==> config.mk <==
export PLATFORM = sky130hd
export DESIGN_NAME = uart_regfront
export DESIGN_NICKNAME = d
export VERILOG_FILES = /design/src/rtl/uart_regfront_pkg.sv /design/src/rtl/uart_regfront_decode.sv /design/src/rtl/uart_regfront_rxhold.sv /design/src/rtl/uart_regfront_irqprio.sv /design/src/rtl/uart_regfront.sv
export SDC_FILE = /design/constraint.sdc
export NUM_CORES = 1
export LEC_CHECK = 0
export BUFFER_PORTS_ARGS = -buffer_cell sky130_fd_sc_hd__buf_2
export CAP_MARGIN = 20
export CORE_MARGIN = 2
export CORE_UTILIZATION = 48
export DETAILED_ROUTE_END_ITERATION = 10
export PLACE_DENSITY = 0.93
export SYNTH_ARGS = -nofsm -noshare
export SYNTH_HDL_FRONTEND = slang
export SYNTH_SLANG_ARGS = --single-unit
export TNS_END_PERCENT = 10
==> constraint.sdc <==
create_clock -name clk -period 4.2 [get_ports clk]
set_clock_uncertainty 0.2 [all_clocks]
set_input_delay 0.42 -clock clk [delete_from_list [all_inputs] [get_ports clk]]
set_output_delay 0.42 -clock clk [all_outputs]
set_load 0.01 [all_outputs]
==> src/rtl/uart_regfront_pkg.sv <==
package uart_regfront_pkg;

  typedef enum logic [2:0] {
    REG_DATA = 3'd0,
    REG_IER  = 3'd1,
    REG_IIR  = 3'd2,
    REG_LSR  = 3'd3,
    REG_MSR  = 3'd4
  } reg_idx_e;

  // line status bit positions
  localparam int LSR_DR   = 0;
  localparam int LSR_OE   = 1;
  localparam int LSR_PE   = 2;
  localparam int LSR_FE   = 3;
  localparam int LSR_BI   = 4;
  localparam int LSR_THRE = 5;
  localparam int LSR_TEMT = 6;
  localparam int LSR_W    = 8;

  // interrupt enable bit positions
  localparam int EN_RXD  = 0;
  localparam int EN_THR  = 1;
  localparam int EN_LINE = 2;
  localparam int EN_MDM  = 3;
  localparam int EN_W    = 4;

  // identification codes: bit0 = nothing pending, bits2:1 = source id
  localparam int IIR_W = 3;
  localparam logic [IIR_W-1:0] IIR_NONE = 3'b001;
  localparam logic [IIR_W-1:0] IIR_LINE = 3'b110;
  localparam logic [IIR_W-1:0] IIR_RXD  = 3'b100;
  localparam logic [IIR_W-1:0] IIR_THR  = 3'b010;
  localparam logic [IIR_W-1:0] IIR_MDM  = 3'b000;

  localparam int NUM_SRC = 4;

  typedef struct packed {
    logic rd_data;
    logic rd_ier;
    logic rd_iir;
    logic rd_lsr;
    logic rd_msr;
    logic wr_data;
    logic wr_ier;
    logic bad;
  } acc_s;

endpackage

==> src/rtl/uart_regfront_decode.sv <==
module uart_regfront_decode
  import uart_regfront_pkg::*;
#(
  parameter int ADDR_W = 3,
  parameter int BE_W   = 4
) (
  input  logic              rd,
  input  logic              wr,
  input  logic [ADDR_W-1:0] addr,
  input  logic [BE_W-1:0]   be,
  output acc_s              acc
);

  logic any_acc;
  logic one_acc;
  logic full_be;

  assign any_acc = rd | wr;
  assign one_acc = rd ^ wr;
  assign full_be = &be;

  always_comb begin
    acc = '0;
    if (any_acc) begin
      if (!full_be || !one_acc) begin
        acc.bad = 1'b1;
      end else if (rd) begin
        if (addr == ADDR_W'(REG_DATA))      acc.rd_data = 1'b1;
        else if (addr == ADDR_W'(REG_IER))  acc.rd_ier  = 1'b1;
        else if (addr == ADDR_W'(REG_IIR))  acc.rd_iir  = 1'b1;
        else if (addr == ADDR_W'(REG_LSR))  acc.rd_lsr  = 1'b1;
        else if (addr == ADDR_W'(REG_MSR))  acc.rd_msr  = 1'b1;
        else                                acc.bad     = 1'b1;
      end else begin
        if (addr == ADDR_W'(REG_DATA))      acc.wr_data = 1'b1;
        else if (addr == ADDR_W'(REG_IER))  acc.wr_ier  = 1'b1;
        else                                acc.bad     = 1'b1;
      end
    end
  end

endmodule

==> src/rtl/uart_regfront_rxhold.sv <==
module uart_regfront_rxhold #(
  parameter int BYTE_W = 8
) (
  input  logic              clk,
  input  logic              rst,
  input  logic              rx_valid,
  input  logic [BYTE_W-1:0] rx_byte,
  input  logic              take,
  input  logic              clr_ovr,
  output logic              rx_ready,
  output logic [BYTE_W-1:0] held,
  output logic              dr,
  output logic              ovr
);

  always_ff @(posedge clk) begin
    if (rst) begin
      held <= '0;
      dr   <= 1'b0;
      ovr  <= 1'b0;
    end else begin
      if (rx_valid && !dr) begin
        held <= rx_byte;
        dr   <= 1'b1;
      end else if (take) begin
        dr   <= 1'b0;
      end
      if (rx_valid && dr) begin
        ovr <= 1'b1;
      end else if (clr_ovr) begin
        ovr <= 1'b0;
      end
    end
  end

  assign rx_ready = !dr;

endmodule

==> src/rtl/uart_regfront_irqprio.sv <==
module uart_regfront_irqprio
  import uart_regfront_pkg::*;
(
  input  logic [LSR_W-1:0] lsr,
  input  logic [EN_W-1:0]  en,
  input  logic             mdm_any,
  output logic             irq,
  output logic [IIR_W-1:0] iir
);

  logic [NUM_SRC-1:0] hit;

  // index 0 is the highest priority
  assign hit[0] = en[EN_LINE] &
                  (lsr[LSR_OE] | lsr[LSR_PE] | lsr[LSR_FE] | lsr[LSR_BI]);
  assign hit[1] = en[EN_RXD] & lsr[LSR_DR];
  assign hit[2] = en[EN_THR] & lsr[LSR_THRE];
  assign hit[3] = en[EN_MDM] & mdm_any;

  function automatic logic [IIR_W-1:0] src_code(input int idx);
    case (idx)
      0:       return IIR_LINE;
      1:       return IIR_RXD;
      2:       return IIR_THR;
      default: return IIR_MDM;
    endcase
  endfunction

  always_comb begin
    irq = 1'b0;
    iir = IIR_NONE;
    for (int i = NUM_SRC - 1; i >= 0; i--) begin
      if (hit[i]) begin
        irq = 1'b1;
        iir = src_code(i);
      end
    end
  end

endmodule

==> src/rtl/uart_regfront.sv <==
module uart_regfront
  import uart_regfront_pkg::*;
#(
  parameter int ADDR_W = 3,
  parameter int BUS_W  = 32,
  parameter int BYTE_W = 8,
  parameter int MSR_W  = 8
) (
  input  logic                 clk,
  input  logic                 rst,
  input  logic                 bus_rd,
  input  logic                 bus_wr,
  input  logic [ADDR_W-1:0]    bus_addr,
  input  logic [BUS_W/8-1:0]   bus_be,
  input  logic [BUS_W-1:0]     bus_wdata,
  output logic [BUS_W-1:0]     bus_rdata,
  output logic                 bus_err,
  input  logic                 rx_valid,
  input  logic [BYTE_W-1:0]    rx_byte,
  output logic                 rx_ready,
  output logic                 tx_valid,
  output logic [BYTE_W-1:0]    tx_byte,
  input  logic                 st_parity,
  input  logic                 st_framing,
  input  logic                 st_break,
  input  logic [MSR_W-1:0]     modem_st,
  output logic                 irq
);

  localparam int BE_W  = BUS_W / 8;
  localparam int MLO_W = (MSR_W < 4) ? MSR_W : 4;

  acc_s              acc;
  logic [EN_W-1:0]   ier_q;
  logic              pe_q, fe_q, bi_q;
  logic [MSR_W-1:0]  msr_q;
  logic [BYTE_W-1:0] held;
  logic              dr, ovr;
  logic [LSR_W-1:0]  lsr_vec;
  logic [IIR_W-1:0]  iir_code;
  logic [BUS_W-1:0]  rd_val;

  uart_regfront_decode #(.ADDR_W(ADDR_W), .BE_W(BE_W)) u_dec (
    .rd   (bus_rd),
    .wr   (bus_wr),
    .addr (bus_addr),
    .be   (bus_be),
    .acc  (acc)
  );

  uart_regfront_rxhold #(.BYTE_W(BYTE_W)) u_rx (
    .clk      (clk),
    .rst      (rst),
    .rx_valid (rx_valid),
    .rx_byte  (rx_byte),
    .take     (acc.rd_data),
    .clr_ovr  (acc.rd_lsr),
    .rx_ready (rx_ready),
    .held     (held),
    .dr       (dr),
    .ovr      (ovr)
  );

  always_comb begin
    lsr_vec           = '0;
    lsr_vec[LSR_DR]   = dr;
    lsr_vec[LSR_OE]   = ovr;
    lsr_vec[LSR_PE]   = pe_q;
    lsr_vec[LSR_FE]   = fe_q;
    lsr_vec[LSR_BI]   = bi_q;
    lsr_vec[LSR_THRE] = 1'b1;
    lsr_vec[LSR_TEMT] = 1'b1;
  end

  uart_regfront_irqprio u_prio (
    .lsr     (lsr_vec),
    .en      (ier_q),
    .mdm_any (|msr_q[MLO_W-1:0]),
    .irq     (irq),
    .iir     (iir_code)
  );

  always_comb begin
    rd_val = '0;
    if (acc.rd_data) rd_val = BUS_W'(held);
    if (acc.rd_ier)  rd_val = BUS_W'(ier_q);
    if (acc.rd_iir)  rd_val = BUS_W'(iir_code);
    if (acc.rd_lsr)  rd_val = BUS_W'(lsr_vec);
    if (acc.rd_msr)  rd_val = BUS_W'(msr_q);
  end

  always_ff @(posedge clk) begin
    if (rst) begin
      ier_q     <= '0;
      pe_q      <= 1'b0;
      fe_q      <= 1'b0;
      bi_q      <= 1'b0;
      msr_q     <= '0;
      bus_rdata <= '0;
      bus_err   <= 1'b0;
      tx_valid  <= 1'b0;
      tx_byte   <= '0;
    end else begin
      pe_q     <= st_parity;
      fe_q     <= st_framing;
      bi_q     <= st_break;
      msr_q    <= modem_st;
      bus_err  <= acc.bad;
      tx_valid <= acc.wr_data;
      if (acc.wr_data) tx_byte <= bus_wdata[BYTE_W-1:0];
      if (acc.wr_ier)  ier_q   <= bus_wdata[EN_W-1:0];
      if (bus_rd)      bus_rdata <= rd_val;
    end
  end

endmodule

## Yosys cells after proc, flatten, opt, wreduce, memory -nomap -nowiden

Index checks and enable logic that the tools add are counted.

| operators by class | value |
|---|---|
| equal/unequal tests | 4 |
| mux-type cells | 39 |
| reduce and logical (&&, ||, !) cells | 12 |
| bitwise logic cells | 9 |

Operator list:

| cell | number |
|---|---|
| 32-bit two-way mux | 4 |
| 1-bit two-way mux | 23 |
| 8-bit two-way mux | 2 |
| 3-bit two-way mux | 3 |
| 2-bit two-way mux | 4 |
| 7-bit two-way mux | 1 |
| 3-bit by 2-bit equality test with 1-bit output, second input constant | 2 |
| 5-bit two-way mux | 1 |
| 4-bit two-way mux | 1 |
| 1-bit OR | 4 |
| 4-bit AND reduction | 1 |
| 2-bit nonzero test | 2 |
| 4-bit OR reduction | 1 |
| 1-bit AND | 3 |
| 3-bit by 1-bit equality test with 1-bit output, second input constant | 1 |
| 3-bit equality test, second input constant | 1 |
| 1-bit zero test | 3 |
| 3-bit zero test | 1 |
| 1-bit logical AND | 2 |
| 2-bit OR reduction | 1 |
| 1-bit logical OR | 1 |
| 1-bit NOT | 1 |
| 1-bit bitwise XOR | 1 |

| word-level totals | value |
|---|---|
| input port bits | 63 |
| output and inout port bits | 44 |
| bits in registers | 67 |
| logic and storage cells | 76 |

## Logic depth before layout (Yosys ltp)

| depth | value |
|---|---|
| depth after elaboration | 14 |
| gate-level depth with buffers | 8 |

## Modules after synthesis

Synthesis repeated with hierarchy kept, for this count alone.

| unflattened totals | value |
|---|---|
| cell total of the unflattened synthesis | 232 |
| area total of the unflattened synthesis | 2107.0 um^2 |

By module, submodules not included:

| module | instances | cells an instance | area each (um^2) |
|---|---|---|---|
| uart_regfront | 1 | 155 | 1461.4 |
| uart_regfront_rxhold | 1 | 44 | 444.2 |
| uart_regfront_decode | 1 | 24 | 131.4 |
| uart_regfront_irqprio | 1 | 9 | 70.1 |

## Worst setup path before layout

No wires, ideal clock.

| timing | value |
|---|---|
| path kind | input to register |
| start | input port bus_rd |
| end | register bus_rdata[5] |
| data required time | 3883 ps |
| cell stages on the path | 7 |
| path slack | 1939 ps |
| library setup time | 117 ps |
| path buffers | 2 |
| arrival | 1943 ps |
| path through | inv_1 ha_1 buf_6 or4b_1 buf_2 or3_1 a32o_1 |

| on the way | value |
|---|---|
| word-level cells in the longest chain between the ends | 10 |
| elaborated cells on any way between the ends | 12 |
| those cells by class | mux: 8; bitwise: 2; reduce/logical: 2 |

Ends and longest elaborated chain:

| what | line | text |
|---|---|---|
| start: declaration | uart_regfront.sv:11 | `input logic bus_rd,` |
| 1-bit bitwise XOR | uart_regfront_decode.sv:19 | `assign one_acc = rd ^ wr;` |
| 1-bit zero test | uart_regfront_decode.sv:25 | `if (!full_be \|\| !one_acc) begin` |
| 1-bit logical OR | uart_regfront_decode.sv:25 |  |
| 7-bit two-way mux | uart_regfront_decode.sv:25 |  |
| 8-bit two-way mux | uart_regfront_decode.sv:24 | `if (any_acc) begin` |
| 8-bit two-way mux | uart_regfront.sv:85 | `if (acc.rd_data) rd_val = BUS_W'(held);` |
| 32-bit two-way mux | uart_regfront.sv:86 | `if (acc.rd_ier) rd_val = BUS_W'(ier_q);` |
| 32-bit two-way mux | uart_regfront.sv:87 | `if (acc.rd_iir) rd_val = BUS_W'(iir_code);` |
| 32-bit two-way mux | uart_regfront.sv:88 | `if (acc.rd_lsr) rd_val = BUS_W'(lsr_vec);` |
| 32-bit two-way mux | uart_regfront.sv:89 | `if (acc.rd_msr) rd_val = BUS_W'(msr_q);` |
| end signal: assignment | uart_regfront.sv:112 | `if (bus_rd) bus_rdata <= rd_val;` |
| end: declaration | uart_regfront.sv:16 | `output logic [BUS_W-1:0] bus_rdata,` |

Parallel ways exist; a longest one is shown, timed or not.
A chain may end at the register's enable or synchronous reset.

## Worst setup path in the final report

Same ends and word-level chain as after synthesis.

==> flow_summary.toml <==
[worst_setup_path]
crit_required_ps = 4190
crit_start = "bus_rd"
path_class = "in -> reg"
crit_fanout = 13
worst_setup_path_end_kind = "flop"
critPathArrivalTime_ps = 2450
start_kind = "primary input"
reg2reg_from = "u_rx.ovr$_SDFFE_PP0P_"

[yosys]
synth.yosys.seq_area_share_pct = 41.6
ys_seq_elements = 43
yosys-top-cells-area = "dfxtp_1 (42%), buf_4 (8.7%), nand2_1 (8.3%)"
synth_cell_types = 45
yosys_warnings = 0
synth_edf_count = 0
ys.flop_type = "dfxtp_1"
avgSynthCellArea_sq_um = 8.51
synthDominantCellAreaShare_pct = 41.6
syn-cell-area_sq_um = 2070
syn_inst = 243
async_flop_share_pct = 0
yosysTopAreaCell = "dfxtp_1"

[floorplan]
core_sq_um = 4090
die_w_um = 69.6
die_area_sq_um = 4850
initial_utilization_pct = 50.6
ios = 107
rows = 23
die_h_um = 69.6

[route]
wl_um = 4730
drt_pass1_iterations = 4
num_vias = 1839
wl_per_cell_um = 13.7
drt-initial-drc-count = 156
drtAntennaViolNets = 0
avgViaCountPerCell = 5.32
drc_errors = 0

[cts]
cts_buffers = 5
hold_buffers = 0
cts_resized = 0
clk_latency_ps = 290
cts.sinks = 43
postCtsSetupRepairBufs = 0
htree_levels = 2
clockBufferDepth = 2
cts_root_buf = "clkbuf_8"
clkTransAtPathRegs_ps = 70
cts_tree = "yes"

[global_routing]
antenna_found_initial = 0
grt_overflow = 0
grt_pass1_wl_um = 7490
grtUsageTotal_pct = 19.1
grt_max_degree = 31
grt_pass1_vias = 1586

[timing]
finalCritPeriodShare_pct = 58.6
hold_ws_ps = 127
drv_slew = 0
tns_ps = 0
tightest_slew_ps = 799
max_clock_freq_mhz = 406
finalSetupViolCount = 0
rsz0062_at_grt = "false"
period_minus_slack_ps = 2460
hold_violations = 0
maxSlewHeadroom_pct = 46.0

[power]
p_leak_nw = 1.10
vdd_drop_max_uv = 203
powerDensity_nw_per_um2 = 326

[hold_path]
min_path_type = "in -> reg"
min-delay-start = "st_break"

[status]
status = "completed"

[layout]
final_core_util_pct = 57.7
area_growth_pct = 14.0
mostFrequentLayoutCell = "buf_2"
n_antenna_cell = 0
drive_above_1_share_pct = 24.0
fin_cells = 346
nets = 359
mostFrequentLayoutCells = "buf_2 (58), nand2_1 (46), dfxtp_1 (43)"

[place]
place_hpwl_um = 3580
place.gp.congestion = 0.958
port_buffers = 58
dp_cells = 338

[job]
maxCapViolations = 0
[cells in the mapped netlist, drive strengths merged (2+ instances only)]
cell type  number
nor3            5
a221oi          2
or2             2
a31oi           2
nor2           12
or4b            2
nand3           3
a21oi          13
o21ai          11
a21o            2
inv             5
dfxtp          43
nand2          46
mux2            2
o41ai           2
or3             4
and3            2
nor4            2
mux2i          14
clkbuf          7
nor2b          13
a32o            3
buf            29
[cell families after synthesis]
group	count (synthesis)	share of synthesized area, %
buffers and inverters	41	12.3
AND/OR/NAND/NOR	95	22.6
multiplexers	16	7.86
adder cells (fa/ha/maj)	1	0.605
AO/OA/AOI/OAI	46	14.8
other	1	0.181
flip-flops	43	41.6
[cell type report]
cell class,count,area (sq um)
well taps,50,62.6
flip-flops and latches,43,861
clock inverters,2,12.5
clock buffers,6,72.6
fillers,370,1730
inverters,5,18.8
multi-input cells,182,1040
repair buffers,58,290
[state kept, by name, summed over array words and instances, names as in the netlist]
signal and count:
bi_q 1, tx_valid 1, fe_q 1, msr_q 8, ier_q 4, u_rx.dr 1
u_rx.ovr 1, bus_err 1, bus_rdata 8, tx_byte 8, pe_q 1, u_rx.held 8
[critical path: stages]
cell	delay [ps]
buf_2	200
inv_1	180
ha_1	360
or4b_1	670
or3_1	370
a32o_1	240
[power by group]
group	internal [mW]	switching [mW]
clock	0.116	0.138
sequential	0.420	0.00806
combinational	0.0320	0.0550
total	0.568	0.201
[per-stage QoR]
stage          power (mW)  area, sq um  setup slack (ps)
3_3_place_gp        0.519         2270              1520
3_5_place_dp        0.522         2270              1500
4_1_cts             0.772         2360              1790
2_1_floorplan       0.508         2150              1940
6_report            0.768         2360              1740
5_1_grt             0.800         2360              1670
[metal layers]
metal / routed length, um / vias to the layer above / track usage [%]
met3: 337 / 15 / 4.51
li1: - / 896 / -
met1: 1980 / 830 / 23.6
met5: 0 / - / 0
met2: 2300 / 98 / 31.8
met4: 108 / 0 / 8.33
[worst paths after layout]
path              slack, ps                   endpoint  cells past startpoint
setup reg to reg       2250  bus_rdata[2]$_SDFFE_PP0P_                      4
hold / removal          130            bi_q$_SDFF_PP0_                      2
hold reg to reg         260  u_rx.held[2]$_SDFFE_PP0P_                      2
setup / recovery       1740  bus_rdata[5]$_SDFFE_PP0P_                      6
Note: power is estimated with default switching activity, not from simulation.
